[config.mk]
export PLATFORM = sky130hd
export DESIGN_NAME = btl_pwm_mod
export DESIGN_NICKNAME = d
export VERILOG_FILES = /design/src/rtl/btl_pwm_pkg.sv /design/src/rtl/btl_pwm_timebase.sv /design/src/rtl/btl_pwm_shadow.sv /design/src/rtl/btl_pwm_chan.sv /design/src/rtl/btl_pwm_mod.sv
export SDC_FILE = /design/constraint.sdc
export NUM_CORES = 1
export LEC_CHECK = 0
export BUFFER_PORTS_ARGS = -buffer_cell sky130_fd_sc_hd__buf_4
export CAP_MARGIN = 40
export CORE_MARGIN = 2
export CORE_UTILIZATION = 35
export DETAILED_ROUTE_END_ITERATION = 7
export GPL_TIMING_DRIVEN = 0
export REMOVE_ABC_BUFFERS = 1
export SYNTH_ARGS = -nofsm -noshare
export SYNTH_HDL_FRONTEND = slang
export SYNTH_SLANG_ARGS = --single-unit
export TNS_END_PERCENT = 30
[constraint.sdc]
create_clock -name clk -period 12.06 [get_ports clk]
set_input_delay 2.412 -clock clk [delete_from_list [all_inputs] [get_ports clk]]
set_output_delay 2.412 -clock clk [all_outputs]
set_load 0.005 [all_outputs]
[src/rtl/btl_pwm_pkg.sv]
package btl_pwm_pkg;

    parameter int unsigned CNT_W  = 8;
    parameter int unsigned SMP_W  = 8;
    localparam int unsigned PROD_W = CNT_W + SMP_W + 1;
    localparam logic [SMP_W-1:0] SMP_MID = SMP_W'(1) << (SMP_W - 1);

    typedef logic [CNT_W-1:0] cnt_t;
    typedef logic [SMP_W-1:0] smp_t;

    typedef enum logic {
        POL_HIGH_FIRST = 1'b0,
        POL_LOW_FIRST  = 1'b1
    } pol_e;

    // Map a sample onto 0..top: floor(s * (top + 1) / 2^SMP_W)
    function automatic cnt_t scale_sample(smp_t s, cnt_t top);
        logic [PROD_W-1:0] prod;
        prod = PROD_W'(s) * (PROD_W'(top) + PROD_W'(1));
        return prod[SMP_W +: CNT_W];
    endfunction

    // Output level for one count; compare == top means high for the whole period
    function automatic logic chan_level(cnt_t cnt, cnt_t cmp, cnt_t top, pol_e pol);
        logic hi;
        hi = (cmp == top) ? 1'b1 : (cnt < cmp);
        return hi ^ pol;
    endfunction

endpackage

[src/rtl/btl_pwm_timebase.sv]
module btl_pwm_timebase
    import btl_pwm_pkg::*;
(
    input  logic clk,
    input  logic rst_n,
    input  cnt_t top_i,
    output cnt_t cnt_o,
    output cnt_t top_o,
    output cnt_t cnt_nxt_o,
    output cnt_t top_nxt_o,
    output logic wrap_o,
    output logic start_o
);

    typedef struct packed {
        cnt_t cnt;
        cnt_t top;
        logic start;
    } tb_state_t;

    tb_state_t s_d, s_q;

    always_comb begin
        s_d       = s_q;
        s_d.start = 1'b0;
        if (s_q.cnt == s_q.top) begin
            s_d.cnt   = '0;
            s_d.top   = top_i;
            s_d.start = 1'b1;
        end else begin
            s_d.cnt = s_q.cnt + cnt_t'(1);
        end
    end

    always_ff @(posedge clk or negedge rst_n) begin
        if (!rst_n) begin
            s_q <= '0;
        end else begin
            s_q <= s_d;
        end
    end

    assign cnt_o     = s_q.cnt;
    assign top_o     = s_q.top;
    assign cnt_nxt_o = s_d.cnt;
    assign top_nxt_o = s_d.top;
    assign wrap_o    = (s_q.cnt == s_q.top);
    assign start_o   = s_q.start;

endmodule

[src/rtl/btl_pwm_shadow.sv]
module btl_pwm_shadow
    import btl_pwm_pkg::*;
(
    input  logic clk,
    input  logic rst_n,
    input  smp_t smp_i,
    input  logic vld_i,
    input  logic wrap_i,
    input  cnt_t top_nxt_i,
    output cnt_t cmp_a_o,
    output cnt_t cmp_b_o,
    output cnt_t cmp_a_nxt_o,
    output cnt_t cmp_b_nxt_o
);

    typedef struct packed {
        smp_t smp;
        cnt_t cmp_a;
        cnt_t cmp_b;
    } sh_state_t;

    sh_state_t s_d, s_q;

    always_comb begin
        s_d = s_q;
        if (vld_i) begin
            s_d.smp = smp_i;
        end
        // Active values change only at the period boundary, from the held sample
        if (wrap_i) begin
            s_d.cmp_a = scale_sample(s_q.smp, top_nxt_i);
            s_d.cmp_b = top_nxt_i - s_d.cmp_a;
        end
    end

    always_ff @(posedge clk or negedge rst_n) begin
        if (!rst_n) begin
            s_q.smp   <= SMP_MID;
            s_q.cmp_a <= '0;
            s_q.cmp_b <= '0;
        end else begin
            s_q <= s_d;
        end
    end

    assign cmp_a_o     = s_q.cmp_a;
    assign cmp_b_o     = s_q.cmp_b;
    assign cmp_a_nxt_o = s_d.cmp_a;
    assign cmp_b_nxt_o = s_d.cmp_b;

endmodule

[src/rtl/btl_pwm_chan.sv]
module btl_pwm_chan
    import btl_pwm_pkg::*;
(
    input  logic clk,
    input  logic rst_n,
    input  cnt_t cnt_nxt_i,
    input  cnt_t cmp_nxt_i,
    input  cnt_t top_nxt_i,
    input  pol_e pol_i,
    output logic pwm_o
);

    logic lvl_d, lvl_q;

    // Level is derived from next-state values so the registered pin lines up with the count
    always_comb begin
        lvl_d = chan_level(cnt_nxt_i, cmp_nxt_i, top_nxt_i, pol_i);
    end

    always_ff @(posedge clk or negedge rst_n) begin
        if (!rst_n) begin
            lvl_q <= 1'b0;
        end else begin
            lvl_q <= lvl_d;
        end
    end

    assign pwm_o = lvl_q;

endmodule

[src/rtl/btl_pwm_mod.sv]
module btl_pwm_mod
    import btl_pwm_pkg::*;
(
    input  logic             clk,
    input  logic             rst_n,
    input  logic [SMP_W-1:0] smp_i,
    input  logic             smp_vld_i,
    input  logic [CNT_W-1:0] top_i,
    input  logic             pol_i,
    output logic             pwm_a_o,
    output logic             pwm_b_o,
    output logic             period_start_o
);

    localparam int unsigned NUM_CH = 2;

    cnt_t cnt_q;
    cnt_t top_q;
    cnt_t cnt_d;
    cnt_t top_d;
    logic wrap;
    cnt_t cmp_a_q;
    cnt_t cmp_b_q;
    cnt_t cmp_d [NUM_CH];
    logic pwm   [NUM_CH];
    pol_e pol;

    assign pol = pol_e'(pol_i);

    btl_pwm_timebase i_timebase (
        .clk       (clk),
        .rst_n     (rst_n),
        .top_i     (top_i),
        .cnt_o     (cnt_q),
        .top_o     (top_q),
        .cnt_nxt_o (cnt_d),
        .top_nxt_o (top_d),
        .wrap_o    (wrap),
        .start_o   (period_start_o)
    );

    btl_pwm_shadow i_shadow (
        .clk         (clk),
        .rst_n       (rst_n),
        .smp_i       (smp_i),
        .vld_i       (smp_vld_i),
        .wrap_i      (wrap),
        .top_nxt_i   (top_d),
        .cmp_a_o     (cmp_a_q),
        .cmp_b_o     (cmp_b_q),
        .cmp_a_nxt_o (cmp_d[0]),
        .cmp_b_nxt_o (cmp_d[1])
    );

    for (genvar g = 0; g < NUM_CH; g++) begin : g_chan
        btl_pwm_chan i_chan (
            .clk       (clk),
            .rst_n     (rst_n),
            .cnt_nxt_i (cnt_d),
            .cmp_nxt_i (cmp_d[g]),
            .top_nxt_i (top_d),
            .pol_i     (pol),
            .pwm_o     (pwm[g])
        );
    end

    assign pwm_a_o = pwm[0];
    assign pwm_b_o = pwm[1];

endmodule

==> results of run 1 <==
[area by class of cell]
cell class              count  share of cell area
clock buffers               5              0.0215
clock inverters             3             0.00817
inverters                  80              0.0518
multi-input cells         453               0.663
flip-flops and latches     43               0.185
well taps                 184              0.0396
repair buffers             24              0.0310
[state kept, by name, indices dropped and copies added (netlist names)]
signal and count:
i_shadow.cmp_b_o 8, i_timebase.top_o 8, i_timebase.start_o 1, i_shadow.cmp_a_o 8, i_timebase.cnt_o 8, g_chan.i_chan.pwm_o 2
i_shadow.s_q 8
[cell usage after synthesis (all sizes together) (3+ instances only)]
master / number / share of area
and2: 58 / 0.068
buf: 6 / 0.0080
maj3: 3 / 0.0061
nand2b: 4 / 0.0047
o21ai: 16 / 0.016
nand4: 5 / 0.0059
nand3: 17 / 0.020
a2111oi: 3 / 0.0050
a2111o: 3 / 0.0064
nor2: 22 / 0.016
o211ai: 6 / 0.0094
o31ai: 3 / 0.0052
xnor2: 40 / 0.067
mux2: 9 / 0.019
mux2i: 8 / 0.015
nor4: 3 / 0.0035
xor2: 11 / 0.018
a21oi: 26 / 0.029
clkbuf: 8 / 0.0057
a21o: 8 / 0.011
a211o: 3 / 0.0050
a21boi: 4 / 0.0057
or3: 4 / 0.0047
a31oi: 6 / 0.0071
ha: 50 / 0.12
fa: 40 / 0.15
nor3: 16 / 0.017
dfrtp: 42 / 0.20
o21a: 3 / 0.0042
nand2: 49 / 0.035
inv: 78 / 0.055
and3: 8 / 0.010
[where the power goes]
group / total, mW / switching (mW) / internal [mW]
registers: 0.156 / 0.00821 / 0.148
clock network: 0.165 / 0.0664 / 0.0991
logic: 0.573 / 0.347 / 0.226
total: 0.894 / 0.422 / 0.473
[per-layer routing]
metal,GRT usage,up-vias,share of wire
li1,-,2036,-
met1,0.236,2155,0.47
met2,0.289,102,0.47
met3,0.0218,24,0.040
met4,0.0491,0,0.019
met5,0,-,0
[through the flow]
stage | total power, mW | cells
global placement | 0.712 | 782
global route | 0.963 | 792
CTS | 0.892 | 792
floorplan | 0.594 | 576
detailed placement | 0.720 | 784
finish | 0.894 | 792
[cells by family (layout without fill, tap and decap cells)]
group	Yosys count	after routing	share of synthesized area
AND/OR/NAND/NOR	193	193	0.197
flip-flops	43	43	0.203
adder cells (fa/ha/maj)	93	93	0.275
AO/OA/AOI/OAI	99	99	0.135
buffers and inverters	94	112	0.0703
XOR/XNOR	51	51	0.0856
multiplexers	17	17	0.0342
[worst paths after layout]
| check | from | endpoint | slack (ps) | cells past startpoint |
|---|---|---|---|---|
| max | i_timebase.top_o[1]$_DFF_PN0_ | g_chan[1].i_chan.pwm_o$_DFF_PN0_ | 740 | 35 |
| min reg2reg | i_shadow.cmp_a_o[1]$_DFF_PN0_ | i_shadow.cmp_a_o[1]$_DFF_PN0_ | 530 | 2 |
| min in group asynchronous | rst_n | i_timebase.top_o[7]$_DFF_PN0_ | 2120 | 1 |
| max in group asynchronous | rst_n | i_shadow.cmp_a_o[0]$_DFF_PN0_ | 9540 | 1 |
| max reg2reg | i_timebase.top_o[1]$_DFF_PN0_ | g_chan[1].i_chan.pwm_o$_DFF_PN0_ | 740 | 35 |
| min | i_shadow.cmp_a_o[1]$_DFF_PN0_ | i_shadow.cmp_a_o[1]$_DFF_PN0_ | 530 | 2 |
[worst register-to-register path: cells and delay by family, from the launching register on]
| kind | cells | cell delay (ps) |
|---|---|---|
| buffers and inverters | 5 | 1230 |
| multiplexers | 1 | 660 |
| adder cells (fa/ha/maj) | 8 | 3180 |
| flip-flops | 1 | 400 |
| AND/OR/NAND/NOR | 9 | 2740 |
| AO/OA/AOI/OAI | 8 | 1690 |
| XOR/XNOR | 4 | 1350 |
[cell usage in the layout (no fill, tap or decap), types with 3 or more instances in the layout]
master	netlist	final
inv_1	77	77
and2_1	58	58
ha_1	50	50
nand2_1	48	48
dfrtp_1	42	42
fa_1	40	40
xnor2_1	39	39
a21oi_1	24	24
buf_4	0	24
nor2_1	22	22
nand3_1	14	14
nor3_1	14	14
o21ai_0	12	12
xor2_1	11	11
mux2_2	9	9
a21o_1	8	8
mux2i_1	8	8
and3_1	7	7
a31oi_1	6	6
o211ai_1	5	5
nand4_1	5	5
clkbuf_16	0	5
or3_1	4	4
nand2b_1	4	4
a2111oi_0	3	3
a21boi_0	3	3
o21ai_1	3	3
nor4_1	3	3
a2111o_1	3	3
o21a_1	3	3
a211o_1	3	3
==> impl_metrics.json, run 1 <==
{
  "status": "finished, final reports clean",
  "ir_drop_v": 0.0000925,
  "grt_max_degree": 44,
  "cp_max_fo": 35,
  "worstSetupPathType": "register to register",
  "ctsRootBufferMaster": "clkbuf_16",
  "via_per_inst": 5.45,
  "synth_edf_count": 0,
  "timing.final.crit_period_ps": 11320,
  "dpl.hpwl_um": 10400,
  "drt-initial-drc-count": 245,
  "max_clock_freq_ghz": 0.0883,
  "finClkSkew_ps": 7.02,
  "critPathMaxStageDelay_ps": 740,
  "slew_violations": 0,
  "holdWs_ps": 531,
  "grt_pass1_vias": 4485,
  "grt_pass1_wl_um": 22400,
  "seqCellArea_um2": 1080,
  "rsz0062_at_grt": "no",
  "post-route-util": 0.397,
  "cts_resized": 0,
  "dpl_cell_area_um2": 5640,
  "crit_family": "adder cells",
  "clock-sinks": 43,
  "crit_path_end_kind": "register",
  "cts-buffers-inserted": 5,
  "cts_setup_buffers": 0,
  "first_pass_iters": 5,
  "p_leak_nw": 2.81,
  "dieWidth_um": 127,
  "dieArea_um2": 16200,
  "ctsLongestPathBuffers": 2,
  "period_share": 0.939,
  "yosys_warnings": 0,
  "antenna_found_initial": 0,
  "start_util": 0.362,
  "arrival_ps": 11540,
  "ys_types": 69,
  "vias": 4317,
  "avgSynthCellArea_um2": 8.99,
  "setup_viol": 0,
  "multi_input_area_um2": 3850,
  "syn_to_final_growth_pct": 9.65,
  "clkTransAtPathRegs_ps": 70,
  "tritoncts": "built",
  "synth_area_um2": 5310,
  "wl_per_cell_um": 16.9,
  "grt_usage": 0.173,
  "coreArea_um2": 14600,
  "netlist_instances": 590,
  "design_area_um2": 5820,
  "htreeDepth": 2,
  "grt.overflow.total": 0,
  "fill_cells": 1477,
  "routed_wl_um": 13400,
  "drive_gt1_frac": 0.102,
  "pin_count": 23,
  "finalHoldViolCount": 0,
  "fin_ws_ps": 736,
  "slew_headroom": 0.387,
  "crit_slowest_cell": "xnor2_1",
  "die_h_um": 127,
  "hold_buffers": 0,
  "globalplace.congestion": 0.881,
  "clk_latency_ps": 300,
  "synth-async-reset-ratio": 1.00,
  "worst_pin_slew_ps": 913,
  "num_antenna_cells": 0,
  "preCtsSetupSlack_ps": 689,
  "max_cap_viol_count": 0,
  "nNetsFinal": 717,
  "cp_num_buf_inv": 5,
  "required_ps": 12280,
  "postRouteAntennaNets": 0,
  "hp-class": "register to register",
  "pwr_density_cell_nw_per_um2": 154,
  "cp-start-kind": "register",
  "seq_area_frac_synth": 0.203,
  "fin_tns_setup_ps": 0,
  "ys.flop_type": "dfrtp_1",
  "synth-seq-cells": 43,
  "portBuffers": 22,
  "drcViolationCount": 0,
  "rows": 44
}
Note: power is estimated with default switching activity, not from simulation.
==> run 2, diff against run 1 <==
==> constraint.sdc (replaced) <==
create_clock -name clk -period 12.2 [get_ports clk]
set_input_delay 2.44 -clock clk [delete_from_list [all_inputs] [get_ports clk]]
set_output_delay 2.44 -clock clk [all_outputs]
set_load 0.005 [all_outputs]
==> run 2 against run 1 <==
  * Combinational power is 1% lower
  * Flip-flop and latch count did not move
  * Register-to-register slack about the same
  * Routed wire length about the same
  * Hold slack did not move
  * Clock skew about the same
  * First-iteration DRC count unchanged
  * Non-clock buffer count stayed put
  * Clock power hardly changed
  * Count of clock-buffer cells in the layout did not move
  * Via count is the same
  * Utilization hardly changed
==> impl_metrics.json, run 2 (synthesis gave the netlist of run 1 again) <==
{
  "via_per_inst": 5.45,
  "pin_count": 23,
  "ir_drop_v": 0.0000914,
  "htreeDepth": 2,
  "clock-sinks": 43,
  "layout_common_cells": "77 x inv_1, 58 x and2_1, 50 x ha_1",
  "wl_per_cell_um": 16.9,
  "grt_pass1_vias": 4485,
  "required_ps": 12420,
  "worstSetupPathType": "register to register",
  "hold_buffers": 0,
  "cp_num_buf_inv": 5,
  "cts-buffers-inserted": 5,
  "nNetsFinal": 717,
  "cp-start-kind": "register",
  "fill_cells": 1478,
  "antenna_found_initial": 0,
  "ctsLongestPathBuffers": 2,
  "globalplace.congestion": 0.881,
  "slew_violations": 0,
  "arrival_ps": 11670,
  "die_h_um": 127,
  "rows": 44,
  "max_clock_freq_ghz": 0.0873,
  "p_leak_nw": 2.81,
  "pwr_density_cell_nw_per_um2": 152,
  "grt_pass1_wl_um": 22400,
  "vias": 4317,
  "seqCellArea_um2": 1080,
  "clkTransAtPathRegs_ps": 70,
  "critPathMaxStageDelay_ps": 750,
  "rsz0062_at_grt": "no",
  "dieArea_um2": 16200,
  "finalHoldViolCount": 0,
  "period_share": 0.939,
  "timing.final.crit_period_ps": 11450,
  "syn_to_final_growth_pct": 9.62,
  "num_antenna_cells": 0,
  "ctsRootBufferMaster": "clkbuf_16",
  "clk_latency_ps": 300,
  "hp-class": "register to register",
  "dieWidth_um": 127,
  "tritoncts": "built",
  "power_mw": 0.884,
  "worst_pin_slew_ps": 913,
  "cts_setup_buffers": 0,
  "finClkSkew_ps": 7.02,
  "grt_usage": 0.173,
  "fin_tns_setup_ps": 0,
  "portBuffers": 22,
  "slew_headroom": 0.387,
  "drive_gt1_frac": 0.102,
  "postRouteAntennaNets": 0,
  "crit_slowest_cell": "inv_2",
  "final_common_cell": "inv_1",
  "post-route-util": 0.397,
  "first_pass_iters": 5,
  "cts_resized": 0,
  "drt-initial-drc-count": 245,
  "max_cap_viol_count": 0,
  "crit_family": "adder cells",
  "crit_path_end_kind": "register",
  "grt_max_degree": 44,
  "status": "finished, final reports clean",
  "grt.overflow.total": 0,
  "cp_max_fo": 35,
  "setup_viol": 0,
  "routed_wl_um": 13400,
  "dpl.hpwl_um": 10400,
  "drcViolationCount": 0,
  "multi_input_area_um2": 3850,
  "coreArea_um2": 14600,
  "start_util": 0.362
}
## run 2: stage by stage
step,instance area (um2),hold slack [ps],std cells,setup WS [ps]
after floorplan,5230,471,576,2290
after global placement,5630,496,782,562
after detailed placement,5640,521,784,829
after CTS,5820,536,792,752
after global routing,5820,551,792,103
final,5820,531,792,750
## run 2: routing by layer
layer  global-route usage  up-vias  routed length, um
li1                     -     2036                  -
met3               0.0218       24                540
met1                0.236     2155               6260
met4               0.0491        0                255
met2                0.289      102               6320
met5                    0        -                  0
## run 2: cell type report
class	count	area share
multi-input combinational	453	0.663
sequential	43	0.185
inverter	80	0.0516
tap	184	0.0396
timing repair buffer	24	0.0310
clock buffer	5	0.0215
clock inverter	3	0.00818
## run 2: path summary, 6_finish.rpt
path	slack, ps	start	depth (start not counted)	end
worst min register to register	530	i_shadow.cmp_a_o[1]$_DFF_PN0_	2	i_shadow.cmp_a_o[1]$_DFF_PN0_
worst max register to register	750	i_timebase.top_o[1]$_DFF_PN0_	35	g_chan[1].i_chan.pwm_o$_DFF_PN0_
min in group asynchronous	2150	rst_n	1	i_timebase.top_o[7]$_DFF_PN0_
max in group asynchronous	9650	rst_n	1	i_shadow.cmp_a_o[0]$_DFF_PN0_
worst min-delay path	530	i_shadow.cmp_a_o[1]$_DFF_PN0_	2	i_shadow.cmp_a_o[1]$_DFF_PN0_
worst max-delay path	750	i_timebase.top_o[1]$_DFF_PN0_	35	g_chan[1].i_chan.pwm_o$_DFF_PN0_
## run 2: power breakdown
group / switching, mW / total [mW] / internal (mW)
clock network: 0.0657 / 0.164 / 0.0979
logic: 0.343 / 0.566 / 0.223
registers: 0.00812 / 0.154 / 0.146
## run 2: worst reg2reg max path, delay by kind of cell (launching register included)
| kind | cells | cell delay (ps) |
|---|---|---|
| muxes | 1 | 670 |
| xor gates and xnor gates | 4 | 1350 |
| AOI/OAI and AO/OA | 8 | 1690 |
| and+or+nand+nor | 9 | 2740 |
| adders and majority gates | 8 | 3180 |
| buffers and inverters | 5 | 1340 |
| DFF | 1 | 400 |
==> run 3, diff against run 2 <==
--- a/config.mk
+++ b/config.mk
@@ -7,6 +7,7 @@
 export LEC_CHECK = 0
 export BUFFER_PORTS_ARGS = -buffer_cell sky130_fd_sc_hd__buf_4
 export CAP_MARGIN = 40
+export CORE_ASPECT_RATIO = 1.25
 export CORE_MARGIN = 2
 export CORE_UTILIZATION = 35
 export DETAILED_ROUTE_END_ITERATION = 7
==> run 3 against run 2 <==
  * Worst setup slack gained 67 ps
  * Final cell count is 0.38% lower
  * Critical path type unchanged
  * Global-route usage is 0.22 points higher
  * Flip-flop and latch count did not move
  * Routed wire length fell by 1.5%
  * Highest routed layer unchanged
  * Sequential share of layout area about the same
  * First-iteration DRC count down 18%
==> impl_metrics.json, run 3 (synthesis gave the netlist of run 1 again) <==
{
  "drive_gt1_frac": 0.100,
  "num_antenna_cells": 0,
  "coreArea_um2": 14900,
  "period_share": 0.933,
  "grt_pass1_vias": 4478,
  "hp-class": "register to register",
  "max_cap_viol_count": 0,
  "fill_cells": 1515,
  "post-route-util": 0.390,
  "final_common_cell": "inv_1",
  "routed_wl_um": 13200,
  "drt-initial-drc-count": 201,
  "ir_drop_v": 0.0000838,
  "timing.final.crit_period_ps": 11380,
  "die_h_um": 142,
  "first_pass_iters": 5,
  "cts_resized": 0,
  "tritoncts": "built",
  "grt_max_degree": 44,
  "slew_violations": 0,
  "max_clock_freq_ghz": 0.0879,
  "fin_tns_setup_ps": 0,
  "wl_met2_um": 6830,
  "hold_buffers": 0,
  "cts_setup_buffers": 0,
  "ctsRootBufferMaster": "clkbuf_16",
  "dieWidth_um": 114,
  "seqCellArea_um2": 1080,
  "start_util": 0.356,
  "clk_latency_ps": 300,
  "worstSetupPathType": "register to register",
  "drcViolationCount": 0,
  "required_ps": 12430,
  "rows": 50,
  "status": "finished, final reports clean",
  "top_layer_used": "met4",
  "slew_headroom": 0.455,
  "crit_path_end_kind": "register",
  "grt_pass1_wl_um": 22300,
  "dr_wl_met3_um": 375,
  "holdWs_ps": 526,
  "nNetsFinal": 716,
  "wl_per_cell_um": 16.7,
  "syn_to_final_growth_pct": 9.46,
  "ctsLongestPathBuffers": 2,
  "clock-sinks": 43,
  "cts-buffers-inserted": 5,
  "vias": 4229,
  "antenna_found_initial": 0,
  "p_leak_nw": 2.81,
  "setup_viol": 0,
  "met1_length_um": 5690,
  "finalHoldViolCount": 0,
  "clkTransAtPathRegs_ps": 70,
  "grt.overflow.total": 0,
  "multi_input_area_um2": 3850,
  "finClkSkew_ps": 9.34,
  "portBuffers": 22,
  "dieArea_um2": 16200,
  "cp_max_fo": 35,
  "via_per_inst": 5.36,
  "dpl.hpwl_um": 10400,
  "layout_common_cells": "77 x inv_1, 58 x and2_1, 50 x ha_1",
  "arrival_ps": 11610,
  "pwr_density_cell_nw_per_um2": 151,
  "worst_pin_slew_ps": 811,
  "grt_usage": 0.175,
  "pin_count": 23,
  "critPathMaxStageDelay_ps": 720,
  "htreeDepth": 2,
  "rsz0062_at_grt": "no",
  "crit_slowest_cell": "inv_2",
  "postRouteAntennaNets": 0,
  "globalplace.congestion": 0.896,
  "cp-start-kind": "register"
}
[run 3: cell types whose count changed in the layout (fill, tap and decap cells not counted)]
cell      change
buf_4         -1
clkinv_2      +1
clkbuf_8      +1
clkinv_4      -1
inv_6         -1
[run 3: layout make-up]
| type | count | area share |
|---|---|---|
| well taps | 182 | 0.0392 |
| flip-flops and latches | 43 | 0.186 |
| clock buffers | 6 | 0.0239 |
| inverters | 80 | 0.0517 |
| multi-input cells | 453 | 0.664 |
| repair buffers | 23 | 0.0297 |
| clock inverters | 2 | 0.00603 |
[run 3: metal layers]
layer,vias up,track usage
li1,2023,-
met1,2102,0.219
met2,77,0.305
met3,27,0.0269
met4,0,0.0603
met5,-,0
[run 3: critical path: cells and delay by family (launching register included)]
family	cells	cell delay, ps
AO/OA/AOI/OAI	8	1680
XOR/XNOR	4	1230
adder cells (fa/ha/maj)	8	3160
buffers and inverters	5	1310
flip-flops	1	410
multiplexers	1	660
AND/OR/NAND/NOR	10	2820
[run 3: path summary, 6_finish.rpt]
path	to	from	slack, ps	cells after the start
worst min-delay path	i_shadow.cmp_a_o[1]$_DFF_PN0_	i_shadow.cmp_a_o[1]$_DFF_PN0_	530	2
worst min register to register	i_shadow.cmp_a_o[1]$_DFF_PN0_	i_shadow.cmp_a_o[1]$_DFF_PN0_	530	2
max in group asynchronous	i_shadow.cmp_b_o[4]$_DFF_PN0_	rst_n	9660	1
worst max register to register	g_chan[1].i_chan.pwm_o$_DFF_PN0_	i_timebase.cnt_o[1]$_DFF_PN0_	820	36
min in group asynchronous	g_chan[0].i_chan.pwm_o$_DFF_PN0_	rst_n	2140	1
worst max-delay path	g_chan[1].i_chan.pwm_o$_DFF_PN0_	i_timebase.cnt_o[1]$_DFF_PN0_	820	36
[run 3: per-stage QoR]
step / setup slack, ps / instances / instance area, um2 / power (mW)
2_1_floorplan: 2290 / 576 / 5230 / 0.587
3_3_place_gp: 744 / 780 / 5630 / 0.697
3_5_place_dp: 899 / 781 / 5630 / 0.705
4_1_cts: 880 / 789 / 5810 / 0.875
5_1_grt: 152 / 789 / 5810 / 0.952
6_report: 818 / 789 / 5810 / 0.875
[run 3: where the power goes]
| part | internal (mW) | total [mW] | switching, mW |
|---|---|---|---|
| Clock | 0.102 | 0.164 | 0.0622 |
| Sequential | 0.146 | 0.154 | 0.00831 |
| Combinational | 0.223 | 0.557 | 0.333 |
